[src/rtl/fcmp_pkg.sv]
package fcmp_pkg;

  typedef enum logic [2:0] {
    CLS_ZERO = 3'd0,
    CLS_SUB  = 3'd1,
    CLS_NORM = 3'd2,
    CLS_INF  = 3'd3,
    CLS_QNAN = 3'd4,
    CLS_SNAN = 3'd5
  } fcls_e;

  typedef enum logic [1:0] {
    OP_EQ = 2'd0,
    OP_LT = 2'd1,
    OP_LE = 2'd2,
    OP_UN = 2'd3
  } fcmp_op_e;

  typedef struct packed {
    logic lt;
    logic eq;
    logic gt;
  } fcmp_rel_t;

endpackage

[src/rtl/fcmp_classify.sv]
module fcmp_classify
  import fcmp_pkg::*;
#(
  parameter int EXP_W  = 11,
  parameter int FRAC_W = 52,
  localparam int W     = 1 + EXP_W + FRAC_W
) (
  input  logic [W-1:0] val,
  output fcls_e        cls,
  output logic [W-2:0] mag,
  output logic         neg
);

  localparam int QBIT = FRAC_W - 1;

  logic [EXP_W-1:0]  exp_f;
  logic [FRAC_W-1:0] frac_f;
  logic exp_ones, exp_zero, frac_zero;

  assign exp_f     = val[W-2 -: EXP_W];
  assign frac_f    = val[FRAC_W-1:0];
  assign exp_ones  = &exp_f;
  assign exp_zero  = ~|exp_f;
  assign frac_zero = ~|frac_f;
  assign mag       = val[W-2:0];
  assign neg       = val[W-1];

  always_comb begin
    if (exp_ones) begin
      if (frac_zero)         cls = CLS_INF;
      else if (frac_f[QBIT]) cls = CLS_QNAN;
      else                   cls = CLS_SNAN;
    end else if (exp_zero) begin
      cls = frac_zero ? CLS_ZERO : CLS_SUB;
    end else begin
      cls = CLS_NORM;
    end
  end

endmodule

[src/rtl/fcmp_order.sv]
module fcmp_order
  import fcmp_pkg::*;
#(
  parameter int MAG_W = 63
) (
  input  logic [MAG_W-1:0] mag_a,
  input  logic [MAG_W-1:0] mag_b,
  input  logic             neg_a,
  input  logic             neg_b,
  input  logic             zero_a,
  input  logic             zero_b,
  output fcmp_rel_t        rel
);

  logic mag_lt, mag_eq, mag_gt;

  assign mag_lt = mag_a < mag_b;
  assign mag_eq = mag_a == mag_b;
  assign mag_gt = mag_a > mag_b;

  always_comb begin
    rel = '0;
    if (zero_a && zero_b) begin
      rel.eq = 1'b1;
    end else if (neg_a != neg_b) begin
      rel.lt = neg_a;
      rel.gt = neg_b;
    end else if (!neg_a) begin
      rel.lt = mag_lt;
      rel.eq = mag_eq;
      rel.gt = mag_gt;
    end else begin
      rel.lt = mag_gt;
      rel.eq = mag_eq;
      rel.gt = mag_lt;
    end
  end

endmodule

[src/rtl/fcmp_resolve.sv]
module fcmp_resolve
  import fcmp_pkg::*;
(
  input  logic [1:0] op,
  input  fcls_e      cls_a,
  input  fcls_e      cls_b,
  input  fcmp_rel_t  rel,
  output logic       hit,
  output logic       invalid
);

  logic any_snan, any_nan;

  assign any_snan = (cls_a == CLS_SNAN) || (cls_b == CLS_SNAN);
  assign any_nan  = any_snan || (cls_a == CLS_QNAN) || (cls_b == CLS_QNAN);
  assign invalid  = any_snan;

  always_comb begin
    if (any_nan) begin
      hit = (op == OP_UN);
    end else begin
      unique case (op)
        OP_EQ:   hit = rel.eq;
        OP_LT:   hit = rel.lt;
        OP_LE:   hit = rel.lt | rel.eq;
        default: hit = 1'b0;
      endcase
    end
  end

endmodule

[src/rtl/fcmp_unit.sv]
module fcmp_unit
  import fcmp_pkg::*;
#(
  parameter int EXP_W  = 11,
  parameter int FRAC_W = 52,
  localparam int W     = 1 + EXP_W + FRAC_W
) (
  input  logic         clk,
  input  logic         rst_n,
  input  logic         in_valid,
  output logic         in_ready,
  input  logic [1:0]   in_op,
  input  logic [W-1:0] in_a,
  input  logic [W-1:0] in_b,
  output logic         out_valid,
  input  logic         out_ready,
  output logic [W-1:0] out_result,
  output logic         out_invalid
);

  localparam logic [W-1:0] TRUE_VAL =
    {1'b0, 1'b1, {(EXP_W-1){1'b0}}, {FRAC_W{1'b0}}};

  logic [W-1:0] opnd [2];
  fcls_e        cls  [2];
  logic [W-2:0] mag  [2];
  logic         neg  [2];

  assign opnd[0] = in_a;
  assign opnd[1] = in_b;

  for (genvar gi = 0; gi < 2; gi++) begin : g_cls
    fcmp_classify #(.EXP_W(EXP_W), .FRAC_W(FRAC_W)) u_cls (
      .val (opnd[gi]),
      .cls (cls[gi]),
      .mag (mag[gi]),
      .neg (neg[gi])
    );
  end

  fcmp_rel_t rel;

  fcmp_order #(.MAG_W(W-1)) u_order (
    .mag_a  (mag[0]),
    .mag_b  (mag[1]),
    .neg_a  (neg[0]),
    .neg_b  (neg[1]),
    .zero_a (cls[0] == CLS_ZERO),
    .zero_b (cls[1] == CLS_ZERO),
    .rel    (rel)
  );

  logic res_hit, res_invalid;

  fcmp_resolve u_resolve (
    .op      (in_op),
    .cls_a   (cls[0]),
    .cls_b   (cls[1]),
    .rel     (rel),
    .hit     (res_hit),
    .invalid (res_invalid)
  );

  assign in_ready = !out_valid || out_ready;

  always_ff @(posedge clk) begin
    if (!rst_n) begin
      out_valid   <= 1'b0;
      out_result  <= '0;
      out_invalid <= 1'b0;
    end else if (in_ready) begin
      out_valid <= in_valid;
      if (in_valid) begin
        out_result  <= res_hit ? TRUE_VAL : '0;
        out_invalid <= res_invalid;
      end
    end
  end

  logic nan_a, nan_b, snan_any;
  assign nan_a    = (cls[0] == CLS_QNAN) || (cls[0] == CLS_SNAN);
  assign nan_b    = (cls[1] == CLS_QNAN) || (cls[1] == CLS_SNAN);
  assign snan_any = (cls[0] == CLS_SNAN) || (cls[1] == CLS_SNAN);

  AST_TRUTH_CODE: assert property (@(posedge clk) disable iff (!rst_n)
    out_valid |-> (out_result == '0 || out_result == TRUE_VAL));
  AST_REL_EXCL: assert property (@(posedge clk) disable iff (!rst_n)
    (in_valid && !nan_a && !nan_b) |-> ($countones({rel.lt, rel.eq, rel.gt}) == 1));
  AST_ZERO_EQ: assert property (@(posedge clk) disable iff (!rst_n)
    (in_valid && cls[0] == CLS_ZERO && cls[1] == CLS_ZERO) |-> rel.eq);
  AST_SNAN_FLAG: assert property (@(posedge clk) disable iff (!rst_n)
    (in_valid && snan_any) |-> (res_invalid && (res_hit == (in_op == OP_UN))));
  AST_QNAN_QUIET: assert property (@(posedge clk) disable iff (!rst_n)
    (in_valid && !snan_any && (nan_a || nan_b)) |-> (!res_invalid && (res_hit == (in_op == OP_UN))));
  AST_NONAN_NOINV: assert property (@(posedge clk) disable iff (!rst_n)
    (in_valid && !nan_a && !nan_b) |-> (!res_invalid && !(in_op == OP_UN && res_hit)));
  AST_LATENCY: assert property (@(posedge clk) disable iff (!rst_n)
    (in_valid && in_ready) |=> out_valid);
  AST_STALL_HOLD: assert property (@(posedge clk) disable iff (!rst_n)
    (out_valid && !out_ready) |=> (out_valid && $stable(out_result) && $stable(out_invalid)));

endmodule

[config.mk]
export PLATFORM = sky130hd
export DESIGN_NAME = fcmp_unit
export DESIGN_NICKNAME = d
export VERILOG_FILES = /design/src/rtl/fcmp_pkg.sv /design/src/rtl/fcmp_classify.sv /design/src/rtl/fcmp_order.sv /design/src/rtl/fcmp_resolve.sv /design/src/rtl/fcmp_unit.sv
export SDC_FILE = /design/constraint.sdc
export NUM_CORES = 1
export LEC_CHECK = 0
export BUFFER_PORTS_ARGS = -buffer_cell sky130_fd_sc_hd__buf_2
export CAP_MARGIN = 20
export CORE_AREA = 8 8 77 130
export DETAILED_ROUTE_END_ITERATION = 10
export DIE_AREA = 0 0 85 138
export HOLD_SLACK_MARGIN = 0.06
export PLACE_DENSITY = 0.82
export SLEW_MARGIN = 15
export SYNTH_ARGS = -nofsm -noshare
export SYNTH_HDL_FRONTEND = slang
export SYNTH_HIERARCHICAL = 1
export SYNTH_SLANG_ARGS = --single-unit
[constraint.sdc]
create_clock -name clk -period 2.5 [get_ports clk]
set_input_delay 0.25 -clock clk [delete_from_list [all_inputs] [get_ports clk]]
set_output_delay 0.25 -clock clk [all_outputs]
set_load 0.05 [all_outputs]
Yosys cells after proc, flatten, opt, wreduce, memory -nomap -nowiden. Index checks and enable logic that the tools add are counted.

Register bits after elaboration: 66. Input port bits: 134. Output and inout port bits: 67.

$lt $le $gt $ge: 2. Equal/unequal tests: 9. Mux-type cells: 18. Bitwise operators: 1. Reduce and logical (&&, ||, !) cells: 16.

Operators with widths (count): $reduce_or 52->1 (2); $eq 63x63->1 (1); $gt 63x63->1 (1); $lt 63x63->1 (1); $mux 63 (1); $reduce_and 11->1 (2); $reduce_or 11->1 (2); $mux 3 (7); $eq 3x3->1 const B (4); $mux 1 (9); $logic_not 3->1 (2); $eq 2x2->1 const B (2); $logic_or 1x1->1 (4); $pmux 1 s3 (1); $eq 2x1->1 const B (1); $logic_not 2->1 (1); $reduce_and 2->1 (1); $logic_and 1x1->1 (1); $logic_not 1->1 (1); $ne 1x1->1 (1); $or 1x1->1 (1).

Logic depth before layout (Yosys ltp). Gate-level depths: netlist (run 1).

Depth after elaboration: 11. Depth in mapped cells: 13.

By module. The synthesis (run 1) kept the hierarchy.

By module, submodules not included: fcmp_order (times used 1, cells each 250, area each 1776.7 um2, sequential area each 0.0 um2); fcmp_classify (times used 2, cells each 94, area each 689.4 um2, sequential area each 0.0 um2); fcmp_unit (times used 1, cells each 79, area each 618.1 um2, sequential area each 60.1 um2); fcmp_resolve (times used 1, cells each 11, area each 66.3 um2, sequential area each 0.0 um2).

Least setup slack after synthesis (run 1). Ideal clock, no wire load.

Kind: input -> register. From: input port in_a[45]. To: register out_result[62]. Arrival: 2.174 ns. Required time: 2.384 ns. Setup slack: 0.210 ns. Stages: 12. Path buffers: 1. Cell sequence: buf_4 > ha_1 > a21oi_1 > nand2_1 > a221o_1 > a22o_2 > nor4_1 > nor3_2 > a21oi_1 > mux2i_1 > nand4_1 > o21ai_2.

RTL lines: start, declared (RTL line fcmp_unit.sv:13) `input logic [W-1:0] in_a,`; end signal, assigned (RTL line fcmp_unit.sv:74) `out_result <= res_hit ? TRUE_VAL : '0;`; end, declared (RTL line fcmp_unit.sv:17) `output logic [W-1:0] out_result,`.

==> results of run 1 <==
-- worst min-delay path, delay by kind of cell --
family / cells / cell delay, ns
compound gates: 1 / 0.06
buf+inv: 2 / 0.18
-- state kept, by name, summed over array words and instances (netlist names) --
signal	cells
out_invalid	1
out_result	1
out_valid	1
-- layout make-up --
class	instances	area share, %
Tap cell	92	3.099
Timing Repair Buffer	158	23.14
Clock buffer	4	2.122
Sequential cell	3	1.617
Multi-Input combinational cell	315	62.45
Inverter	75	7.578
-- layer usage --
metal | track usage (%) | vias to the layer above
met5 | 0 | -
met1 | 14.34 | 1434
met3 | 3.264 | 14
li1 | - | 1615
met4 | 4.064 | 0
met2 | 33.77 | 150
-- worst paths after layout --
check | from | endpoint
max | in_a[23] | out_result[62]
min | in_valid | out_valid
max reg2reg | out_valid | out_result[62]
min reg2reg | out_invalid | out_invalid
-- repair_timing --
action                     4_1_cts  5_1_grt
hold endpoints to repair         0        0
pin swaps                        0       10
buffers inserted                 0        2
setup endpoints to repair        1        1
resized for setup                1       13
gates cloned                     0        0
-- stage by stage --
step,utilization [%],cell area [um2],power [mW],TNS (ns),setup slack (ns)
after floorplan,-,4026,0.7109,0,0.2235
after global placement,43.11,3536,0.7075,-0.2127,-0.2127
after detailed placement,43.11,3536,0.7212,-0.2559,-0.2559
after CTS,44.14,3621,0.9835,0,0.03633
after global routing,45.29,3715,1.070,-0.05526,-0.05526
final,45.29,3715,0.9934,0,0.09056
-- placed cells by master (no fill, tap or decap), types with 9 or more instances in the layout --
cell / count
a21oi_1: 27
buf_2: 135
buf_4: 21
conb_1: 63
ha_1: 63
inv_1: 75
nand2_1: 19
nand3_1: 12
nand4_1: 25
nor4_1: 21
nor4_2: 11
o21ai_0: 9
-- report_power, final --
group | internal, mW | switching [mW] | total, mW | leakage [nW]
combinational | 0.224 | 0.461 | 0.685 | 2.06
sequential | 0.0504 | 0.00158 | 0.0520 | 0.0246
clock | 0.211 | 0.0458 | 0.256 | 0.0382
==> impl_metrics.py, run 1 <==
metrics = {
    "grt": {
        "grt_pass1_vias": 3504,
        "grt_max_degree": 6,
        "gr-usage-all-layers_pct": 16.06,
        "grt_pass1_wl_um": 15550,
        "antenna_found_initial": 0,
        "grt_overflow_total": 0,
    },
    "timing": {
        "period_share_pct": 96.38,
        "final.min_clock_period_ns": 2.409,
        "slew_viol_final": 0,
        "fmax_mhz": 415.0,
        "hold_violations": 0,
        "final-setup-viol-count": 0,
        "skew_ns": 0.002756,
        "rsz0062_at_grt": "true",
        "fin_hold_ws_ns": 0.3137,
    },
    "setup_path": {
        "cpMostUsedCell": "nand4_1",
        "r2r_slack_ns": 1.69,
        "required_ns": 2.61,
        "reg2reg_depth": 3,
        "critPathMaxStageDelay_ns": 0.38,
        "worst_path_dominant_cell_family": "simple AND/OR/NAND/NOR gates",
        "path_depth": 14,
        "worstPathMaxFanout": 3,
        "cp_slowest_cell": "nor4_4",
        "cp-end-kind": "flip-flop",
        "crit_type": "in -> reg",
        "cp_num_buf_inv": 1,
        "crit_arrival_ns": 2.52,
        "crit_chain": "buf_2, nor4_2, nand4_1, nor4_4, nor2_1, nor3_1, nand2_1, and2_4, a41oi_2, nor3_2, a21oi_1, mux2i_1, nand4_1, o21ai_2",
        "start_kind": "input pin",
    },
    "layout": {
        "multi_input_area_mm2": 0.002320,
        "num-fill-cells": 861,
        "finish.net_count": 753,
        "area.sequential_um2": 60.06,
        "area_delta_synth_final_pct": -2.078,
        "diodes": 0,
        "final_cell_count_no_fill": 647,
        "drive_gt1_share_pct": 34.41,
    },
    "drt": {
        "top_layer_used": "met4",
        "antenna_left": 0,
        "num_vias": 3213,
        "wl_met2_um": 5688,
        "vias_per_cell": 4.966,
        "routed-wl-met3_um": 776,
        "drc": 0,
        "wl_per_cell_um": 15.56,
        "met1Wirelength_um": 3421,
        "first_iter_violations": 73,
        "first_pass_iters": 4,
        "wl_um": 10070,
    },
    "placed_design": {
        "dp_hpwl_um": 9480,
        "gp_congestion": 0.8953,
        "placed_cells": 641,
        "port_buffers": 137,
    },
    "floorplan": {
        "coreArea_mm2": 0.008203,
        "dieHeight_um": 138,
        "die_area_mm2": 0.01173,
        "ios": 201,
        "rows": 44,
        "die_w_um": 85,
        "initial_utilization_pct": 46.25,
    },
    "pwr": {
        "p_leak_nw": 2.126,
        "ir_drop_uv": 225.9,
        "p_per_area_mw_per_mm2": 267.4,
    },
    "clock_network": {
        "cts_hold_buf": 0,
        "cts_made_buffers": 3,
        "ctsHtreeMaxLevel": 1,
        "clk_latency_ns": 0.23,
        "clock_sinks": 3,
        "clk_path_buf_depth": 2,
        "cts_tree": "yes",
        "clk_pin_slew_worst_paths_ns": 0.03,
        "clock-root-buffer": "clkbuf_16",
    },
    "job": {
        "max_cap_viol_count": 0,
    },
    "synthesis": {
        "synth_warnings": 6,
        "syn_avg_cell_area_um2": 7.268,
        "synth_cells": 522,
        "syn_area_mm2": 0.003794,
    },
    "status": {
        "status": "complete, no violations",
    },
    "min_path": {
        "whs_path_depth": 3,
        "worstHoldPathType": "in -> reg",
    },
}
Power figures use the tool's default switching activity.
==> run 2, diff against run 1 <==
--- a/config.mk
+++ b/config.mk
@@ -5,11 +5,12 @@
 export SDC_FILE = /design/constraint.sdc
 export NUM_CORES = 1
 export LEC_CHECK = 0
+export ABC_AREA = 1
 export BUFFER_PORTS_ARGS = -buffer_cell sky130_fd_sc_hd__buf_2
 export CAP_MARGIN = 20
-export CORE_AREA = 8 8 77 130
+export CORE_AREA = 8 8 79 134
 export DETAILED_ROUTE_END_ITERATION = 10
-export DIE_AREA = 0 0 85 138
+export DIE_AREA = 0 0 87 142
 export HOLD_SLACK_MARGIN = 0.06
 export PLACE_DENSITY = 0.82
 export SLEW_MARGIN = 15
==> impl_metrics.py, run 2 <==
metrics = {
    "status": {
        "status": "complete, no violations",
    },
    "grt": {
        "grt_pass1_wl_um": 14620,
        "grt_pass1_vias": 3595,
        "gr-usage-all-layers_pct": 14.51,
        "grt_max_degree": 7,
        "antenna_found_initial": 0,
        "grt_overflow_total": 0,
    },
    "min_path": {
        "worstHoldPathType": "in -> reg",
        "whs_path_depth": 3,
        "min_to": "out_result[62]",
        "hp-start": "rst_n",
    },
    "drt": {
        "num_vias": 3545,
        "wl_per_cell_um": 11.46,
        "wl_um": 9456,
        "drc": 0,
        "first_iter_violations": 63,
        "vias_per_cell": 4.297,
        "first_pass_iters": 4,
        "antenna_left": 0,
    },
    "synthesis": {
        "syn_avg_cell_area_um2": 6.016,
        "syn_area_mm2": 0.004169,
        "synth_warnings": 6,
        "synth_cells": 693,
    },
    "setup_path": {
        "reg2reg_depth": 3,
        "worstPathMaxFanout": 2,
        "worst_path_dominant_cell_family": "simple AND/OR/NAND/NOR gates",
        "crit_type": "in -> reg",
        "cpMostUsedCell": "nand2_1",
        "r2r-start": "out_valid",
        "r2r_end": "out_invalid",
        "critPathMaxStageDelay_ns": 0.28,
        "required_ns": 2.62,
        "cp-end-kind": "flip-flop",
        "r2r_slack_ns": 1.77,
        "crit_chain": "buf_2, inv_1, ha_1, nand2_1, inv_1, nand3_1, nor3_2, nand2_1, nor2_1, nand3_1, a21oi_1, nor2_1, o21ai_1, nand2_1, nand2_1, nand2_1, inv_1, nand3_1, nand2_1, nor2_1",
        "crit_arrival_ns": 2.17,
        "cp_num_buf_inv": 4,
        "cp_slowest_cell": "ha_1",
        "start_kind": "input pin",
    },
    "placed_design": {
        "placed_cells": 821,
        "port_buffers": 137,
        "gp_congestion": 0.8212,
        "dp_hpwl_um": 8883,
    },
    "floorplan": {
        "rows": 46,
        "coreArea_mm2": 0.008806,
        "die_area_mm2": 0.01235,
        "dieHeight_um": 142,
        "die_w_um": 87,
        "ios": 201,
        "initial_utilization_pct": 47.34,
    },
    "timing": {
        "hold_violations": 0,
        "fmax_mhz": 487.8,
        "final.min_clock_period_ns": 2.050,
        "tns_ns": 0,
        "rsz0062_at_grt": "false",
        "period_share_pct": 82.00,
        "final-setup-viol-count": 0,
        "fin_hold_ws_ns": 0.2784,
        "skew_ns": 0.002493,
        "slew_viol_final": 0,
    },
    "clock_network": {
        "clock_sinks": 3,
        "clock-root-buffer": "clkbuf_16",
        "ctsHtreeMaxLevel": 1,
        "cts_hold_buf": 0,
        "clk_path_buf_depth": 2,
        "cts_resized": 0,
        "cts_tree": "yes",
        "clk_latency_ns": 0.23,
        "post_cts_buffers": 0,
        "clk_pin_slew_worst_paths_ns": 0.03,
        "cts_made_buffers": 3,
    },
    "pwr": {
        "p_per_area_mw_per_mm2": 257.6,
        "p_leak_nw": 2.447,
        "ir_drop_uv": 175.9,
    },
    "layout": {
        "layout_commonest_cell": "buf_2",
        "finish.net_count": 903,
        "layout_common_cells": "137 x buf_2, 136 x nand2_1, 98 x inv_1, 85 x nor2_1",
        "reg_top3": "out_invalid x1, out_result x1, out_valid x1",
        "diodes": 0,
        "area_delta_synth_final_pct": -6.873,
        "drive_gt1_share_pct": 25.25,
        "final_cell_count_no_fill": 825,
    },
    "job": {
        "max_cap_viol_count": 0,
    },
}
-- run 2: cell count changes in the layout (fill, tap and decap cells not counted), moves of 11 or more --
cell / before / now
buf_4: 21 / 0
nand4_1: 25 / 5
inv_1: 75 / 98
nor4_1: 21 / 2
nand2_1: 19 / 136
nor4_2: 11 / 0
nor2_1: 6 / 85
-- run 2: report_power, final --
part	internal (mW)	total (mW)	switching (mW)
Sequential	0.0516	0.0533	0.00172
Clock	0.211	0.258	0.0468
Combinational	0.211	0.689	0.479
-- run 2: how the worst max path moves through the flow --
stage,from,to,slack [ns],cells after the start
after floorplan,in_a[34],out_result[62],0.57,22
after global placement,in_b[42],out_result[62],0.21,20
after detailed placement,in_b[42],out_result[62],0.21,20
after CTS,in_b[42],out_result[62],0.44,20
after global routing,in_b[42],out_result[62],0.29,20
final,in_b[50],out_result[62],0.45,20
-- run 2: worst register-to-register path: cells and delay by family (launching register included) --
family | cells | cell delay (ns)
flip-flops | 1 | 0.33
AND/OR/NAND/NOR | 2 | 0.16
AO/OA/AOI/OAI | 1 | 0.14
-- run 2: per-layer routing --
metal	track usage (%)	vias to the layer above	part of all wire (%)	wire, um
met3	3.239	10	7.4	697
met2	29.92	125	56	5289
met1	13.30	1513	35	3341
met4	3.744	0	1.4	128
li1	-	1897	-	-
met5	0	-	0	0
-- run 2: final cells by class --
| class | instances | area, um2 |
|---|---|---|
| flip-flops and latches | 3 | 60.06 |
| multi-input cells | 454 | 2506 |
| well taps | 120 | 150.1 |
| inverters | 107 | 401.6 |
| repair buffers | 137 | 685.7 |
| clock buffers | 4 | 78.83 |
| fillers | 997 | 4923 |
-- run 2: through the flow --
stage	total power [mW]	area [um2]	worst slack, ns	util [%]
after floorplan	0.7597	4402	0.5710	-
after global placement	0.7315	3804	0.2063	43.19
after detailed placement	0.7401	3804	0.2141	43.19
after CTS	1.002	3882	0.4402	44.09
after global routing	1.087	3882	0.2928	44.09
final	1.000	3882	0.4500	44.09
==> run 3, diff against run 2 <==
--- a/config.mk
+++ b/config.mk
@@ -8,11 +8,11 @@
 export ABC_AREA = 1
 export BUFFER_PORTS_ARGS = -buffer_cell sky130_fd_sc_hd__buf_2
 export CAP_MARGIN = 20
-export CORE_AREA = 8 8 79 134
+export CORE_AREA = 8 8 83 141
 export DETAILED_ROUTE_END_ITERATION = 10
-export DIE_AREA = 0 0 87 142
+export DIE_AREA = 0 0 91 149
 export HOLD_SLACK_MARGIN = 0.06
-export PLACE_DENSITY = 0.82
+export PLACE_DENSITY = 0.78
 export SLEW_MARGIN = 15
 export SYNTH_ARGS = -nofsm -noshare
 export SYNTH_HDL_FRONTEND = slang
==> constraint.sdc (replaced) <==
create_clock -name clk -period 1.7 [get_ports clk]
set_input_delay 0.17 -clock clk [delete_from_list [all_inputs] [get_ports clk]]
set_output_delay 0.17 -clock clk [all_outputs]
set_load 0.05 [all_outputs]
==> impl_metrics.py, run 3 (synthesis gave the netlist of run 2 again) <==
metrics = {
    "timing": {
        "rsz0062_at_grt": "true",
        "hold_violations": 0,
        "tns_ns": -0.1595,
        "slew_viol_final": 0,
        "fin_hold_ws_ns": 0.1927,
        "final.min_clock_period_ns": 1.859,
        "final-setup-viol-count": 1,
        "skew_ns": 0.001606,
        "fmax_mhz": 537.8,
        "worst_slack_ns": -0.1595,
        "period_share_pct": 109.4,
    },
    "pwr": {
        "power_switching_uw": 800.9,
        "switching_share_pct": 51.68,
        "p_leak_nw": 2.677,
        "clkPwrFrac_pct": 24.4,
        "pwr-share-comb_pct": 70.6,
        "p_int_uw": 748.9,
        "seqPwrFrac_pct": 5.1,
        "p_per_area_mw_per_mm2": 358.3,
        "ir_drop_uv": 563.1,
    },
    "floorplan": {
        "die_w_um": 91,
        "ios": 201,
        "rows": 48,
        "dieHeight_um": 149,
        "initial_utilization_pct": 42.85,
        "coreArea_mm2": 0.009729,
        "die_area_mm2": 0.01356,
    },
    "drt": {
        "num_vias": 3777,
        "drc": 0,
        "antenna_left": 0,
        "first_pass_iters": 4,
        "vias_per_cell": 4.326,
        "wl_per_cell_um": 11.62,
        "wl_um": 10140,
        "first_iter_violations": 64,
    },
    "placed_design": {
        "dp_hpwl_um": 9551,
        "placed_cells": 868,
        "place_ws_ns": -0.4345,
        "gp_congestion": 0.8526,
        "port_buffers": 137,
    },
    "layout": {
        "layout_commonest_cell": "buf_2",
        "final_util_pct": 44.46,
        "layout_common_cells": "136 x buf_2, 131 x nand2_1, 98 x inv_1, 79 x nor2_1, 63 x conb_1",
        "reg_top3": "out_invalid x1, out_result x1, out_valid x1",
        "diodes": 0,
        "final_cell_count_no_fill": 873,
        "finish.net_count": 946,
        "num-fill-cells": 1085,
        "drive_gt1_share_pct": 32.35,
        "area_delta_synth_final_pct": 3.752,
    },
    "grt": {
        "gr-usage-all-layers_pct": 14.20,
        "grt_max_degree": 7,
        "grt_overflow_total": 0,
        "grt_pass1_wl_um": 16170,
        "grt_pass1_vias": 3910,
        "antenna_found_initial": 2,
    },
    "clock_network": {
        "clock-root-buffer": "clkbuf_16",
        "clk_latency_ns": 0.23,
        "clk_path_buf_depth": 2,
        "cts_made_buffers": 3,
        "clock_sinks": 3,
        "cts_tree": "yes",
        "ctsHtreeMaxLevel": 1,
        "cts_hold_buf": 0,
        "clk_pin_slew_worst_paths_ns": 0.03,
    },
    "setup_path": {
        "crit_arrival_ns": 1.97,
        "r2r_slack_ns": 0.98,
        "crit_type": "in -> reg",
        "start_kind": "input pin",
        "worstPathMaxFanout": 3,
        "endpoint": "out_result[62]",
        "cp-startpoint": "in_b[58]",
        "r2r-start": "out_valid",
        "r2r_end": "out_result[62]",
        "cp-end-kind": "flip-flop",
        "reg2reg_depth": 3,
        "required_ns": 1.82,
    },
    "status": {
        "violations": "setup timing",
        "status": "finished with violations",
    },
    "job": {
        "max_cap_viol_count": 0,
    },
    "min_path": {
        "whs_path_depth": 3,
        "worstHoldPathType": "in -> reg",
    },
}
-- run 3: worst max-delay path, cell delays in order --
cell and delay [ns]:
buf_2 0.10, inv_1 0.06, ha_4 0.26, nand2_1 0.06, inv_2 0.05, nand3_2 0.06
nor3_2 0.12, buf_4 0.15, nand4_1 0.07, nor2_1 0.10, nand3_1 0.10, a21oi_1 0.16
nor2_1 0.06, o21ai_1 0.07, nand2_1 0.06, nand2_1 0.06, nand2_1 0.04, inv_1 0.05
nand3_1 0.07, nand2_1 0.06, nor2_1 0.04
-- run 3: area by class of cell --
| cell class | count | area (um2) | area share [%] |
|---|---|---|---|
| clock buffer | 4 | 78.83 | 1.822 |
| multi-input combinational | 454 | 2618 | 60.51 |
| tap | 125 | 156.4 | 3.616 |
| inverter | 107 | 401.6 | 9.285 |
| timing repair buffer | 180 | 1011 | 23.37 |
| sequential | 3 | 60.06 | 1.388 |
-- run 3: how the worst min path moves through the flow --
stage / start / end / slack (ns)
5_1_grt: rst_n / out_invalid / 0.20
2_1_floorplan: rst_n / out_invalid / 0.29
3_5_place_dp: rst_n / out_invalid / 0.43
6_report: rst_n / out_invalid / 0.19
4_1_cts: rst_n / out_invalid / 0.19
3_3_place_gp: rst_n / out_result[62] / 0.42
-- run 3: per-stage QoR --
step	area [um2]	power, mW
floorplan	4418	1.122
global placement	4141	1.134
detailed placement	4141	1.150
CTS	4263	1.546
global route	4325	1.686
finish	4325	1.550
-- run 3: what timing repair did --
action,4_1_cts,5_1_grt
resized for setup,7,15
pin swaps,0,5
buffers inserted,0,1
endpoints found under the setup margin,1,1
-- run 3: routing by layer --
metal,vias up,global-route usage [%],part of all wire (%)
met1,1622,11.74,33
met5,-,0,0.16
met2,147,30.53,57
met3,16,4.385,7.6
met4,4,3.298,1.9
li1,1988,-,-
-- run 3: power by group through the flow --
| stage | sequential, mW | clock [mW] | combinational [mW] |
|---|---|---|---|
| after floorplan | 0.0967 | 0 | 1.02 |
| after global placement | 0.0790 | 0 | 1.06 |
| after detailed placement | 0.0792 | 0 | 1.07 |
| after CTS | 0.0784 | 0.383 | 1.08 |
| after global routing | 0.0787 | 0.385 | 1.22 |
| final | 0.0784 | 0.377 | 1.09 |
